### src/rtl/uart_rx_pkg.sv
package uart_rx_pkg;
  localparam int unsigned OVS      = 16;
  localparam int unsigned MAX_BITS = 9;

  typedef enum logic [2:0] {
    RX_IDLE, RX_START, RX_DATA, RX_PAR, RX_STOP
  } rx_state_e;

  function automatic logic [3:0] len_bits(input logic [1:0] sel);
    case (sel)
      2'd0:    return 4'd7;
      2'd1:    return 4'd8;
      default: return 4'd9;
    endcase
  endfunction
endpackage

### src/rtl/rx_sync.sv
module rx_sync #(
  parameter int unsigned STAGES = 2
) (
  input  logic clk_i,
  input  logic rst_ni,
  input  logic d_i,
  output logic q_o
);
  logic [STAGES-1:0] ff_q;

  generate
    if (STAGES == 1) begin : g_one
      always_ff @(posedge clk_i or negedge rst_ni)
        if (!rst_ni) ff_q <= '1;
        else         ff_q <= d_i;
    end else begin : g_many
      always_ff @(posedge clk_i or negedge rst_ni)
        if (!rst_ni) ff_q <= '1;
        else         ff_q <= {ff_q[STAGES-2:0], d_i};
    end
  endgenerate

  assign q_o = ff_q[STAGES-1];
endmodule

### src/rtl/rx_baud.sv
module rx_baud #(
  parameter int unsigned DIV = 4
) (
  input  logic clk_i,
  input  logic rst_ni,
  input  logic restart_i,
  output logic tick_o
);
  localparam int unsigned CW = (DIV > 1) ? $clog2(DIV) : 1;
  localparam logic [CW-1:0] LAST = CW'(DIV - 1);

  logic [CW-1:0] cnt_q;

  always_ff @(posedge clk_i or negedge rst_ni)
    if (!rst_ni)            cnt_q <= '0;
    else if (restart_i)     cnt_q <= '0;
    else if (cnt_q == LAST) cnt_q <= '0;
    else                    cnt_q <= cnt_q + 1'b1;

  assign tick_o = (cnt_q == LAST) && !restart_i;
endmodule

### src/rtl/rx_frame.sv
module rx_frame
  import uart_rx_pkg::*;
#(
  parameter int unsigned DW = MAX_BITS
) (
  input  logic          clk_i,
  input  logic          rst_ni,
  input  logic          en_i,
  input  logic          rxd_i,
  input  logic          tick_i,
  input  logic [3:0]    len_i,
  input  logic          par_en_i,
  input  logic          par_odd_i,
  output logic          restart_o,
  output logic          start_ok_o,
  output logic          end_o,
  output logic [DW-1:0] data_o,
  output logic          par_err_o,
  output logic          frm_err_o
);
  rx_state_e     state_q;
  logic [3:0]    sub_q, bit_q;
  logic [DW-1:0] sh_q;
  logic          rxd_q, par_bad_q;
  logic          fall, mid, last;

  assign fall       = rxd_q & ~rxd_i;
  assign mid        = tick_i && (sub_q == 4'd7);
  assign last       = tick_i && (sub_q == 4'd15);
  assign restart_o  = en_i && (state_q == RX_IDLE) && fall;
  assign start_ok_o = en_i && (state_q == RX_START) && mid && !rxd_i;
  assign end_o      = en_i && (state_q == RX_STOP) && last;
  assign data_o     = sh_q >> (4'(DW) - len_i);
  assign par_err_o  = par_bad_q;
  assign frm_err_o  = !rxd_i;

  always_ff @(posedge clk_i or negedge rst_ni) begin
    if (!rst_ni) begin
      state_q   <= RX_IDLE;
      sub_q     <= '0;
      bit_q     <= '0;
      sh_q      <= '0;
      rxd_q     <= 1'b1;
      par_bad_q <= 1'b0;
    end else begin
      rxd_q <= rxd_i;
      if (!en_i) begin
        state_q <= RX_IDLE;
      end else begin
        if (tick_i) sub_q <= sub_q + 1'b1;
        case (state_q)
          RX_IDLE: if (fall) begin
            state_q <= RX_START;
            sub_q   <= '0;
          end
          RX_START: if (mid) begin
            if (!rxd_i) begin
              state_q   <= RX_DATA;
              sub_q     <= '0;
              bit_q     <= '0;
              par_bad_q <= 1'b0;
            end else begin
              state_q <= RX_IDLE;
            end
          end
          RX_DATA: if (last) begin
            sh_q  <= {rxd_i, sh_q[DW-1:1]};
            bit_q <= bit_q + 1'b1;
            if (bit_q == len_i - 4'd1) state_q <= par_en_i ? RX_PAR : RX_STOP;
          end
          RX_PAR: if (last) begin
            par_bad_q <= rxd_i != ((^data_o) ^ par_odd_i);
            state_q   <= RX_STOP;
          end
          RX_STOP: if (last) state_q <= RX_IDLE;
          default: state_q <= RX_IDLE;
        endcase
      end
    end
  end
endmodule

### src/rtl/uart_rx_flow.sv
module uart_rx_flow
  import uart_rx_pkg::*;
#(
  parameter int unsigned CLK_DIV = 4,
  parameter int unsigned DW      = MAX_BITS,
  parameter int unsigned SYNC    = 2
) (
  input  logic          clk_i,
  input  logic          rst_ni,
  input  logic          rxd_i,
  input  logic          rx_en_i,
  input  logic          irq_mode_i,
  input  logic [1:0]    len_sel_i,
  input  logic          par_en_i,
  input  logic          par_odd_i,
  input  logic          rd_lo_i,
  output logic [DW-1:0] rx_data_o,
  output logic          rx_done_o,
  output logic          par_err_o,
  output logic          frm_err_o,
  output logic          ovr_err_o,
  output logic          rts_n_o,
  output logic          irq_o
);
  logic          rxd_s, tick, restart, start_ok, frame_end, f_perr, f_ferr;
  logic [DW-1:0] f_data;
  logic          en_q;

  rx_sync #(.STAGES(SYNC)) u_sync (
    .clk_i, .rst_ni, .d_i(rxd_i), .q_o(rxd_s)
  );

  rx_baud #(.DIV(CLK_DIV)) u_baud (
    .clk_i, .rst_ni, .restart_i(restart), .tick_o(tick)
  );

  rx_frame #(.DW(DW)) u_frame (
    .clk_i, .rst_ni,
    .en_i       (rx_en_i),
    .rxd_i      (rxd_s),
    .tick_i     (tick),
    .len_i      (len_bits(len_sel_i)),
    .par_en_i   (par_en_i),
    .par_odd_i  (par_odd_i),
    .restart_o  (restart),
    .start_ok_o (start_ok),
    .end_o      (frame_end),
    .data_o     (f_data),
    .par_err_o  (f_perr),
    .frm_err_o  (f_ferr)
  );

  always_ff @(posedge clk_i or negedge rst_ni) begin
    if (!rst_ni) begin
      en_q      <= 1'b0;
      rts_n_o   <= 1'b1;
      rx_data_o <= '0;
      rx_done_o <= 1'b0;
      par_err_o <= 1'b0;
      frm_err_o <= 1'b0;
      ovr_err_o <= 1'b0;
      irq_o     <= 1'b0;
    end else begin
      en_q <= rx_en_i;
      // flow control: start of reception wins over a same-cycle read
      if (!rx_en_i || start_ok)       rts_n_o <= 1'b1;
      else if (!en_q || rd_lo_i)      rts_n_o <= 1'b0;

      irq_o <= frame_end && !rx_done_o && !irq_mode_i;
      if (frame_end) begin
        if (rx_done_o) begin
          ovr_err_o <= 1'b1;
        end else begin
          rx_data_o <= f_data;
          rx_done_o <= 1'b1;
          par_err_o <= f_perr && par_en_i;
          frm_err_o <= f_ferr;
        end
      end else if (rd_lo_i) begin
        rx_done_o <= 1'b0;
        ovr_err_o <= 1'b0;
      end
    end
  end
endmodule

### config.mk
export PLATFORM = sky130hd
export DESIGN_NAME = uart_rx_flow
export DESIGN_NICKNAME = d
export VERILOG_FILES = /design/src/rtl/uart_rx_pkg.sv /design/src/rtl/rx_sync.sv /design/src/rtl/rx_baud.sv /design/src/rtl/rx_frame.sv /design/src/rtl/uart_rx_flow.sv
export SDC_FILE = /design/constraint.sdc
export NUM_CORES = 1
export LEC_CHECK = 0
export BUFFER_PORTS_ARGS = -buffer_cell sky130_fd_sc_hd__buf_2
export CORE_ASPECT_RATIO = 0.8
export CORE_MARGIN = 1
export CORE_UTILIZATION = 57
export CTS_CLUSTER_DIAMETER = 120
export DETAILED_ROUTE_END_ITERATION = 12
export PLACE_DENSITY = 0.77
export SKIP_LAST_GASP = 1
export SLEW_MARGIN = 20
export SYNTH_ARGS = -nofsm -noshare
export SYNTH_HDL_FRONTEND = slang
export SYNTH_SLANG_ARGS = --single-unit
### constraint.sdc
create_clock -name clk_i -period 2 [get_ports clk_i]
set_input_delay 0.3 -clock clk_i [delete_from_list [all_inputs] [get_ports clk_i]]
set_output_delay 0.3 -clock clk_i [all_outputs]
set_load 0.02 [all_outputs]
==> results.md <==
* Largest net degree at the start of global routing at 40
* Diode count at 0
* Floorplan row count at 19
* Core area at 3540 sq um
* Wire per inst at around 15 um
* Leak at 0.00117 uW
* Async SR Flop Fraction at 100%
* CTS tree: done
* Critical Path Max Stage Delay at about 0.49 ns
* Htree depth at 2
* Hold Vio Cnt, Final at 0
* Syn_area_per_cell at roughly 10 sq um
* Syn Nets at 225
* Worst Path Max Fanout at 11
* GRT Util Overall at between 20 and 25%
* Yosys warns at 0
* Clock root cell: clkbuf_8
* Layout cell share with drive strength beyond 1 at between 20% and 30%
* Top Family by Delay on Critical Path: simple AND/OR/NAND/NOR gates
* Initial DRC count at 130
* Syn-to-layout area delta at 13.0%
* Worst setup path category: reg -> reg
* Via/cell ratio at roughly 5.7
* Most common cell after layout, fill and taps aside: dfrtp_1
* Clk slew on worst S/H paths at 0.08 ns
* Final WL at 4180 um
* RSZ-0062 raised after global routing: false
* Cell repeated most along the worst path: nor2_1
* Vias post-DR at about 1,600
* First-pass GRT wire length at 7140 um
* Fin nets at about 260
* Cells after synthesis at 212
* Initial antenna violation count at 0
* Slowest-stage cell, CP: dfrtp_1
* Post-Syn Area at 2170 sq um
* CTS Hold Bufs at 0
* Setup crit end kind: flip-flop
* Period utilisation layout at between 90 and 100%
* Post-synthesis cell type count at between 40 and 50
* Setup bufs post-CTS at 0
* Port Buf Inserts at 24
* Routability cong. at between 0.8 and 0.9
* Die width at 71.0 um
* Placed cell area at 2370 sq um
* Worst-Skew Late Latency at around 0.29 ns
* Die footprint at about 4100 sq um
* Startpoint types: flip-flop
* Most frequent cells in the layout: 38 x dfrtp_1, 24 x buf_2, 23 x nand2_1, 22 x nor2_1, 18 x o21ai_0
* Total Power at 1760 uW
* Slew HR at roughly 45%
* Final Cell Area at approximately 2500 sq um
* #FFs+latches synth at between 40 and 50
* Max-cap violations at 0
* Final setup fails at 0
* Final Max Slew Viols at 0
* Final ANT Viol Nets at 0
* Peak VDD IR at 0.000669 V
* EDFF count, synth at 0
* Crit path time final at ~1.8 ns
* IO Pins at 25
* Sequential area share after synthesis at about half
* DRC viols at 0
* TritonCTS Buffers at 5
* PD cells at 720 nW/um^2
* Hold Crit Class: in -> async
* Worst endpoint data arrival time at 2.00 ns
* Post-CTS resize count at 0
* Main synth FF type: dfrtp_1
* Worst endpoint required time at ~2.2 ns
* CP Buf/Inv Count at 2
* Starting Density at 61.3%
* Cell Chain, Critical Path: inv_1 -> nor2_1 -> nand2_1 -> nor2_1 -> buf_4 -> mux2_2
* Chip height at around 57 um
* TritonCTS Sinks at 42
* Post-route setup TNS at 0 ns
* Status: completed
* DR pass1 iterations at 6
* Max Buffers Root-to-Sink at 2
* DP Wirelength at about 3000 um
* Max Fclk at 0.546 GHz
* Vias in the first global route at between 1,000 and 1,500
* Worst Max-Slew Pin Slew at between 0.8 and 0.9 ns
* Clock Skew at roughly 0.012 ns
* Grt total ovfl at 0
worst paths after layout:
path                                                 from                           end  slack [ns]  depth (start not counted)
setup reg to reg           u_frame.state_q[1]$_DFFE_PN0P_   u_frame.sh_q[7]$_DFFE_PN0P_        0.17                          6
max in group asynchronous                          rst_ni  u_frame.sub_q[1]$_DFFE_PN0P_        1.32                          2
hold / removal                                     rst_ni   u_frame.sh_q[4]$_DFFE_PN0P_        0.10                          1
setup / recovery           u_frame.state_q[1]$_DFFE_PN0P_   u_frame.sh_q[7]$_DFFE_PN0P_        0.17                          6
min in group clk_i                                  rxd_i      u_sync.ff_q[0]$_DFF_PN1_        0.11                          1
hold reg to reg                  u_sync.ff_q[0]$_DFF_PN1_      u_sync.ff_q[1]$_DFF_PN1_        0.36                          0
power by group:
part	internal [uW]	switching (uW)	leakage [uW]
clock network	248	268	0.0000395
registers	910	62.4	0.000563
logic	129	146	0.000566
cells in the mapped netlist, types with 2 or more instances:
master / instances / area (sq um)
a21oi_1: 10 / 50.1
and2_1: 2 / 12.5
buf_2: 4 / 20.0
clkbuf_1: 6 / 22.5
dfrtp_1: 38 / 951
dfstp_2: 4 / 105
ha_1: 3 / 37.5
inv_1: 3 / 11.3
mux2_1: 2 / 22.5
mux2_2: 10 / 113
mux2i_1: 10 / 100
nand2_1: 23 / 86.3
nand2b_1: 2 / 12.5
nand3_1: 4 / 20.0
nand4_1: 6 / 37.5
nor2_1: 22 / 82.6
nor2b_1: 2 / 12.5
nor4b_1: 2 / 17.5
o21ai_0: 18 / 90.1
o31ai_1: 2 / 15.0
or4_1: 2 / 15.0
xnor2_1: 11 / 96.3
xor2_1: 3 / 26.3
per-layer routing:
layer / vias to the layer above / global-route usage, % / share of wire, %
li1: 813 / - / -
met1: 791 / 37.3 / 55
met2: 35 / 31.6 / 40
met3: 4 / 5.30 / 3.9
met4: 0 / 4.86 / 0.69
met5: - / 0 / 0
stage by stage:
stage | worst slack, ns | hold slack (ns) | instances | utilization [%]
after floorplan | 0.305 | 0.00441 | 212 | -
after global placement | 0.177 | 0.347 | 278 | 66.9
after detailed placement | 0.127 | 0.349 | 278 | 66.9
after CTS | 0.164 | 0.108 | 286 | 69.2
after global routing | 0.00523 | 0.0987 | 286 | 69.2
final | 0.168 | 0.104 | 286 | 69.2
kinds of logic (layout without fill, tap and decap cells):
group / after synthesis / after routing / synth area share (%)
simple gates: 72 / 72 / 16.1
compound gates: 43 / 43 / 12.2
flops: 42 / 42 / 48.7
mux: 22 / 22 / 10.8
xor+xnor: 16 / 16 / 7.44
buf+inv: 14 / 46 / 3.00
fa+ha+maj: 3 / 3 / 1.73
state kept, by name, summed over array words and instances, names as in the netlist:
signal,count
en_q,1
frm_err_o,1
irq_o,1
ovr_err_o,1
par_err_o,1
rts_n_o,1
rx_data_o,9
rx_done_o,1
u_baud.cnt_q,2
u_frame.bit_q,4
u_frame.par_err_o,1
u_frame.rxd_q,1
u_frame.sh_q,9
u_frame.state_q,3
u_frame.sub_q,4
u_sync.ff_q,2
area by class of cell:
class | instances | area (sq um)
Fill cell | 285 | 1090
Sequential cell | 42 | 1060
Multi-Input combinational cell | 156 | 1050
Timing Repair Buffer | 35 | 203
Clock buffer | 8 | 80.1
Tap cell | 42 | 52.6
Inverter | 3 | 11.3
(Power assumes the default switching activity.)
